`config.mk`:
```
export PLATFORM = sky130hd
export DESIGN_NAME = spread_mod_seq
export DESIGN_NICKNAME = d
export VERILOG_FILES = /design/src/rtl/ssc_pkg.sv /design/src/rtl/ssc_dwell_timer.sv /design/src/rtl/ssc_limits.sv /design/src/rtl/ssc_tri_walker.sv /design/src/rtl/spread_mod_seq.sv
export SDC_FILE = /design/constraint.sdc
export NUM_CORES = 1
export LEC_CHECK = 0
export ABC_CLOCK_PERIOD_IN_PS = 5900
export BUFFER_PORTS_ARGS = -buffer_cell sky130_fd_sc_hd__buf_2
export CORE_MARGIN = 2
export CORE_UTILIZATION = 60
export DETAILED_ROUTE_END_ITERATION = 16
export PLACE_DENSITY = 0.89
export SETUP_SLACK_MARGIN = 0.05
export SLEW_MARGIN = 20
export SYNTH_ARGS = -nofsm -noshare
export SYNTH_HDL_FRONTEND = slang
export SYNTH_HIERARCHICAL = 1
export SYNTH_SLANG_ARGS = --single-unit
```
`constraint.sdc`:
```
create_clock -name clk -period 5.9 [get_ports clk]
set_input_delay 0.59 -clock clk [delete_from_list [all_inputs] [get_ports clk]]
set_output_delay 0.59 -clock clk [all_outputs]
set_load 0.1 [all_outputs]
```
`src/rtl/ssc_pkg.sv`:
```
`timescale 1ns/1ps
package ssc_pkg;

   typedef enum logic {
      DIR_UP = 1'b0,
      DIR_DN = 1'b1
   } ssc_dir_e;

   // Magnitude of a two's complement coded lower limit (4-bit negation).
   function automatic logic [4:0] down_mag(input logic [3:0] code);
      logic [3:0] neg;
      neg = 4'(~code + 4'd1);
      return {1'b0, neg};
   endfunction

endpackage

```
`src/rtl/ssc_dwell_timer.sv`:
```
`timescale 1ns/1ps
module ssc_dwell_timer #(
   parameter int DW_W         = 6,
   parameter int CYC_PER_UNIT = 56
) (
   input  logic            clk,
   input  logic            rst_n,
   input  logic            en,
   input  logic [DW_W-1:0] dwell,
   output logic            tick
);
   localparam int CPU_W = $clog2(CYC_PER_UNIT + 1);
   localparam int CNT_W = DW_W + CPU_W;

   if (CYC_PER_UNIT < 1) begin : g_bad_unit
      $error("CYC_PER_UNIT must be at least 1");
   end

   logic [CNT_W-1:0] lim;
   logic [CNT_W-1:0] cnt;

   if (CYC_PER_UNIT == 1) begin : g_unit
      assign lim = CNT_W'(dwell);
   end else begin : g_scaled
      assign lim = CNT_W'(dwell) * CNT_W'(CYC_PER_UNIT);
   end

   assign tick = en && (lim != '0) && (cnt >= lim - 1'b1);

   always_ff @(posedge clk or negedge rst_n) begin
      if (!rst_n) begin
         cnt <= '0;
      end else if (!en || lim == '0 || tick) begin
         cnt <= '0;
      end else begin
         cnt <= cnt + 1'b1;
      end
   end
endmodule

```
`src/rtl/ssc_limits.sv`:
```
`timescale 1ns/1ps
module ssc_limits
   import ssc_pkg::*;
#(
   parameter int N_W       = 11,
   parameter int LIM_W     = 5,
   parameter int FIX_MUL   = 41,
   parameter int FIX_SHIFT = 13
) (
   input  logic             mn_mode,
   input  logic [3:0]       up_code,
   input  logic [3:0]       down_code,
   input  logic [N_W-1:0]   base_div,
   output logic [LIM_W-1:0] up_lim,
   output logic [LIM_W-1:0] dn_lim
);
   localparam int MUL_W     = $clog2(FIX_MUL + 1) + 1;
   localparam int PROD_W    = N_W + MUL_W;
   localparam int MAX_DEPTH = ((2 ** N_W - 1) * FIX_MUL) >> FIX_SHIFT;

   if (LIM_W < 5) begin : g_bad_lim
      $error("LIM_W must hold the programmable limits 0..15");
   end
   if (MAX_DEPTH >= 2 ** LIM_W) begin : g_bad_depth
      $error("fixed spread depth overflows the limit width");
   end

   logic [LIM_W-1:0] fix_depth;

   if (FIX_MUL == 0) begin : g_no_fixed
      assign fix_depth = '0;
   end else begin : g_fixed
      logic [PROD_W-1:0] prod;
      assign prod      = PROD_W'(base_div) * PROD_W'(FIX_MUL);
      assign fix_depth = LIM_W'(prod >> FIX_SHIFT);
   end

   always_comb begin
      if (mn_mode) begin
         up_lim = LIM_W'(up_code);
         dn_lim = LIM_W'(down_mag(down_code));
      end else begin
         up_lim = '0;
         dn_lim = fix_depth;
      end
   end
endmodule

```
`src/rtl/ssc_tri_walker.sv`:
```
`timescale 1ns/1ps
module ssc_tri_walker
   import ssc_pkg::*;
#(
   parameter int OFS_W = 6,
   parameter int LIM_W = OFS_W - 1
) (
   input  logic                    clk,
   input  logic                    rst_n,
   input  logic                    en,
   input  logic                    tick,
   input  logic [LIM_W-1:0]        up_lim,
   input  logic [LIM_W-1:0]        dn_lim,
   output logic signed [OFS_W-1:0] ofs
);
   localparam logic signed [OFS_W-1:0] ONE = OFS_W'(1);

   if (LIM_W >= OFS_W) begin : g_bad_w
      $error("offset must be wider than its limits");
   end

   ssc_dir_e           dir;
   logic signed [OFS_W-1:0] hi, lo;
   logic               can_up, can_dn;

   assign hi     = $signed({{(OFS_W - LIM_W){1'b0}}, up_lim});
   assign lo     = -$signed({{(OFS_W - LIM_W){1'b0}}, dn_lim});
   assign can_up = ofs < hi;
   assign can_dn = ofs > lo;

   always_ff @(posedge clk or negedge rst_n) begin
      if (!rst_n) begin
         ofs <= '0;
         dir <= DIR_UP;
      end else if (!en) begin
         ofs <= '0;
         dir <= DIR_UP;
      end else if (tick) begin
         if (dir == DIR_UP) begin
            if (can_up) begin
               ofs <= ofs + ONE;
            end else if (can_dn) begin
               ofs <= ofs - ONE;
               dir <= DIR_DN;
            end
         end else begin
            if (can_dn) begin
               ofs <= ofs - ONE;
            end else if (can_up) begin
               ofs <= ofs + ONE;
               dir <= DIR_UP;
            end
         end
      end
   end
endmodule

```
`src/rtl/spread_mod_seq.sv`:
```
`timescale 1ns/1ps
module spread_mod_seq #(
   parameter int N_W          = 11,
   parameter int OFS_W        = 6,
   parameter int DW_W         = 6,
   parameter int CYC_PER_UNIT = 56,
   parameter int FIX_MUL      = 41,
   parameter int FIX_SHIFT    = 13
) (
   input  logic            clk,
   input  logic            rst_n,
   input  logic            spread_en,
   input  logic            mn_mode,
   input  logic            sata_spread_en,
   input  logic [3:0]      up_code,
   input  logic [3:0]      down_code,
   input  logic [DW_W-1:0] dwell,
   input  logic [N_W-1:0]  base_div,
   input  logic [N_W-1:0]  sata_base,
   output logic [N_W-1:0]  div_out,
   output logic [N_W-1:0]  sata_div_out
);
   localparam int LIM_W = OFS_W - 1;

   if (N_W < OFS_W) begin : g_bad_nw
      $error("divisor width must not be below the offset width");
   end

   logic                    tick;
   logic [LIM_W-1:0]        up_lim, dn_lim;
   logic signed [OFS_W-1:0] ofs;
   logic [N_W-1:0]          ofs_ext;

   ssc_dwell_timer #(.DW_W(DW_W), .CYC_PER_UNIT(CYC_PER_UNIT)) u_timer (
      .clk   (clk),
      .rst_n (rst_n),
      .en    (spread_en),
      .dwell (dwell),
      .tick  (tick)
   );

   ssc_limits #(.N_W(N_W), .LIM_W(LIM_W), .FIX_MUL(FIX_MUL), .FIX_SHIFT(FIX_SHIFT)) u_limits (
      .mn_mode   (mn_mode),
      .up_code   (up_code),
      .down_code (down_code),
      .base_div  (base_div),
      .up_lim    (up_lim),
      .dn_lim    (dn_lim)
   );

   ssc_tri_walker #(.OFS_W(OFS_W), .LIM_W(LIM_W)) u_walker (
      .clk    (clk),
      .rst_n  (rst_n),
      .en     (spread_en),
      .tick   (tick),
      .up_lim (up_lim),
      .dn_lim (dn_lim),
      .ofs    (ofs)
   );

   if (N_W == OFS_W) begin : g_same_w
      assign ofs_ext = ofs;
   end else begin : g_sext
      assign ofs_ext = {{(N_W - OFS_W){ofs[OFS_W-1]}}, ofs};
   end

   assign div_out      = base_div  + (spread_en ? ofs_ext : '0);
   assign sata_div_out = sata_base + ((spread_en && sata_spread_en) ? ofs_ext : '0);
endmodule

```
==> impl_results.rst <==
.. list-table::
   :header-rows: 1

   * - Metric
     - Value
   * - Run status
     - complete, no violations
   * - Count of state elements after synthesis
     - 19
   * - Power density over the cells
     - 139.4 nW/um2
   * - Gate count of the mapped netlist
     - 452
   * - CTS H-tree depth
     - 1
   * - Cts bufs inserted
     - 3
   * - Boundary pin count
     - 63
   * - Startpoint of the lowest-slack register-to-register path
     - u_timer/cnt[8]
   * - Die height
     - about 87 um
   * - Most used DFF post-synth
     - sky130_fd_sc_hd__dfrtp_1
   * - Detailed Route Iter0 Violations
     - 286
   * - Register clock-pin slew on the reported worst setup and hold paths
     - 70 ps
   * - Cell taking the most area after synthesis
     - sky130_fd_sc_hd__ha_1
   * - Critical Path Source Type
     - primary input
   * - Hold Buf Count CTS
     - 0
   * - Element type at the critical path end
     - flip-flop
   * - Antenna fix cells
     - 0
   * - Unique masters post-synth
     - 68
   * - Via total after detailed routing
     - 3646
   * - Post-route minimum period
     - roughly 5600 ps
   * - CTS tree
     - done
   * - Gpl congestion
     - 0.9065
   * - Number of failing hold endpoints at the final stage
     - 0
   * - Static power due to leakage
     - 0.002249 uW
   * - EDFF count, synth
     - 0
   * - Sink Count
     - 19
   * - Detailed Route WL
     - around 9 mm
   * - Part of the Yosys area used for sequential elements
     - 0.1160
   * - Core region area
     - roughly 6700 um2
   * - Post CTS Setup Buffer Count
     - 0
   * - Critical path type
     - primary input to flip-flop
   * - Hold_ws
     - 258.0 ps
   * - Vias in the first global route
     - 3569
   * - Pin count of the biggest net entering global routing
     - 21
   * - Required time of the critical path
     - 6050 ps
   * - Setup repair after global routing missed its margin
     - no
   * - Count of port buffers added during placement
     - 62
   * - Warnings, synthesis
     - 6
   * - Post-synth design cell area
     - 4098 um2
   * - Worst Path Arrival
     - ~5700 ps
   * - Final Max Slew Viols
     - 0
   * - Overall global routing resource usage
     - 0.2497
   * - Skew-Pair Late Insertion Delay
     - 250 ps
   * - Synthesis-to-finish area growth
     - 9.954%
   * - Initial antenna violation count
     - 0
   * - Die footprint
     - 7506 um2
   * - PostCTS Resize Cnt
     - 0
   * - Routed wire per std cell
     - 15.48 um
   * - Chip width
     - 86.64 um
   * - Area share of the largest cell type after synthesis
     - 0.2565
   * - Post-route non-filler standard cell count
     - 592
   * - Sum of overflow across all layers after global routing
     - 0
   * - Final core utilization
     - 0.6706
   * - CTS max path bufs
     - 2
   * - Remaining DRCs
     - 0
   * - Worst setup path startpoint
     - base_div[5]
   * - Maximum vdd ir drop
     - 0.1016 mV
   * - Hold WC Path Type
     - primary input to async pin
   * - Cell types occupying the most area after synthesis
     - sky130_fd_sc_hd__ha_1 26%, sky130_fd_sc_hd__dfrtp_1 12%, sky130_fd_sc_hd__fa_1 6.4%, sky130_fd_sc_hd__xnor2_1 5.8%, sky130_fd_sc_hd__a2111oi_2 3.7%
   * - Post-synthesis async set-or-reset flop share
     - 1.000
   * - Final worst clock skew
     - 4.597 ps
   * - Most used standard cells in the synthesized netlist
     - 84 x sky130_fd_sc_hd__ha_1, 34 x sky130_fd_sc_hd__inv_1, 34 x sky130_fd_sc_hd__nor2_1
   * - Highest attainable clock frequency
     - 178.6 MHz
   * - Starting Density
     - 0.6099
   * - Total half-perimeter wirelength after legalization and detailed placement
     - around 7.6 mm
   * - Clock Tree Root
     - sky130_fd_sc_hd__clkbuf_8
   * - Net count of the finished layout
     - 651
   * - Dominant cell by count in the synthesized netlist
     - sky130_fd_sc_hd__ha_1
   * - Final cycle utilization of the critical path
     - 0.9488
   * - Relative slew margins
     - 0.5453
   * - Max_cap viols
     - 0
   * - Fill cell count
     - around 530
   * - Avg Cell Area, Syn
     - 9.066 um2
   * - Number of iterations in the first detailed-routing pass
     - 5
   * - Final sum of negative setup slack
     - 0 ps
   * - Critical path fanouts, max
     - 5
   * - Final setup fails
     - 0
   * - ANT nets after route
     - 0
   * - Global-route wire length before repair
     - 15.59 mm
   * - Post-placement cell count
     - 588
   * - Via density per instance
     - about 6.2
   * - Rows
     - 30
   * - Transition time at the pin with the least slew margin
     - 681.3 ps
   * - Layout cell share with drive strength beyond 1
     - 0.2109
worst paths after layout:
kind	end	slack [ps]	depth (start not counted)
min	u_timer/cnt[11]	260	1
min in group clk	u_timer/cnt[0]	510	1
max	u_walker/ofs[5]	300	22
max reg2reg	u_walker/ofs[2]	3070	10
min reg2reg	u_timer/cnt[0]	510	1
max in group asynchronous	u_timer/cnt[3]	5350	1
cell type report:
cell class                 instances  area (um2)  share of cell area
clock buffer                       3       41.29            0.009164
clock inverter                     1       5.005            0.001111
inverter                          34       127.6             0.02833
multi-input combinational        391        3431              0.7615
sequential                        19       475.5              0.1055
tap                               80       100.1             0.02222
timing repair buffer              64       325.3             0.07220
placed cells by master, fill, tap and decap left out, types with 3 or more instances in the layout:
cell | Yosys | routed
sky130_fd_sc_hd__a2111oi_2 | 10 | 10
sky130_fd_sc_hd__a21boi_1 | 4 | 4
sky130_fd_sc_hd__a21o_1 | 9 | 9
sky130_fd_sc_hd__a21oi_1 | 19 | 19
sky130_fd_sc_hd__and2_1 | 12 | 12
sky130_fd_sc_hd__and3_1 | 4 | 4
sky130_fd_sc_hd__and3_2 | 5 | 5
sky130_fd_sc_hd__buf_2 | 0 | 62
sky130_fd_sc_hd__clkbuf_8 | 0 | 3
sky130_fd_sc_hd__dfrtp_1 | 19 | 19
sky130_fd_sc_hd__fa_1 | 13 | 13
sky130_fd_sc_hd__ha_1 | 84 | 84
sky130_fd_sc_hd__inv_1 | 34 | 34
sky130_fd_sc_hd__mux2i_1 | 8 | 8
sky130_fd_sc_hd__nand2_1 | 24 | 24
sky130_fd_sc_hd__nand2b_1 | 5 | 5
sky130_fd_sc_hd__nand3_1 | 10 | 10
sky130_fd_sc_hd__nand4_1 | 7 | 7
sky130_fd_sc_hd__nor2_1 | 34 | 34
sky130_fd_sc_hd__nor2b_1 | 3 | 3
sky130_fd_sc_hd__nor3_1 | 17 | 17
sky130_fd_sc_hd__nor3b_1 | 3 | 3
sky130_fd_sc_hd__o211ai_1 | 4 | 4
sky130_fd_sc_hd__o21a_1 | 5 | 5
sky130_fd_sc_hd__o21ai_0 | 12 | 12
sky130_fd_sc_hd__or3_1 | 5 | 5
sky130_fd_sc_hd__xnor2_1 | 27 | 27
sky130_fd_sc_hd__xor2_1 | 16 | 16
sequential cells by signal, summed over array words and instances, names as in the netlist:
name / count
u_timer/cnt: 12
u_walker/dir: 1
u_walker/ofs: 6
metal layers:
layer  GRT usage  part of all wire  up-vias
met1      0.3159              0.44     1751
li1            -                 -     1761
met3     0.01524             0.045       14
met2      0.4643              0.51      120
met4     0.05540             0.013        0
met5           0                 0        -
per-stage QoR:
stage,total power [uW],setup slack (ps),instance area (um2)
after floorplan,444.4,606.8,4101
after global placement,512.7,323.7,4459
after detailed placement,537.4,52.09,4459
after CTS,626.7,329.7,4506
after global routing,679.7,66.67,4506
final,628.2,302.0,4506
power by group:
| part | leakage, uW | total [uW] | switching [uW] | internal, uW |
|---|---|---|---|---|
| Sequential | 0.000263 | 135 | 2.41 | 132 |
| Combinational | 0.00196 | 403 | 254 | 149 |
| Clock | 0.0000255 | 90.5 | 43.6 | 46.9 |
| Total | 0.00225 | 628 | 300 | 328 |
logic make-up (layout without fill, tap and decap cells):
logic type,count (synthesis),in the layout,share of synthesized area
buffers and inverters,43,102,0.04763
other,1,2,0.0009152
AND/OR/NAND/NOR,145,145,0.1963
adder cells (fa/ha/maj),97,97,0.3200
multiplexers,10,10,0.02595
AO/OA/AOI/OAI,92,92,0.1933
XOR/XNOR,45,45,0.09985
flip-flops,19,19,0.1160
critical path, cell delays in order:
cell	delay [ps]
sky130_fd_sc_hd__buf_2	140
sky130_fd_sc_hd__ha_1	320
sky130_fd_sc_hd__fa_1	470
sky130_fd_sc_hd__ha_1	320
sky130_fd_sc_hd__ha_1	340
sky130_fd_sc_hd__a211o_1	270
sky130_fd_sc_hd__o211ai_1	160
sky130_fd_sc_hd__nand2b_1	130
sky130_fd_sc_hd__o21a_1	180
sky130_fd_sc_hd__o31ai_1	340
sky130_fd_sc_hd__inv_1	90
sky130_fd_sc_hd__ha_1	240
sky130_fd_sc_hd__nand2_1	80
sky130_fd_sc_hd__xnor2_1	70
sky130_fd_sc_hd__ha_1	320
sky130_fd_sc_hd__nand4_2	140
sky130_fd_sc_hd__o21ai_1	210
sky130_fd_sc_hd__a21oi_2	80
sky130_fd_sc_hd__o32ai_4	430
sky130_fd_sc_hd__mux2_2	400
sky130_fd_sc_hd__nor3b_1	140
sky130_fd_sc_hd__o31a_1	300
(Power assumes the default switching activity.)
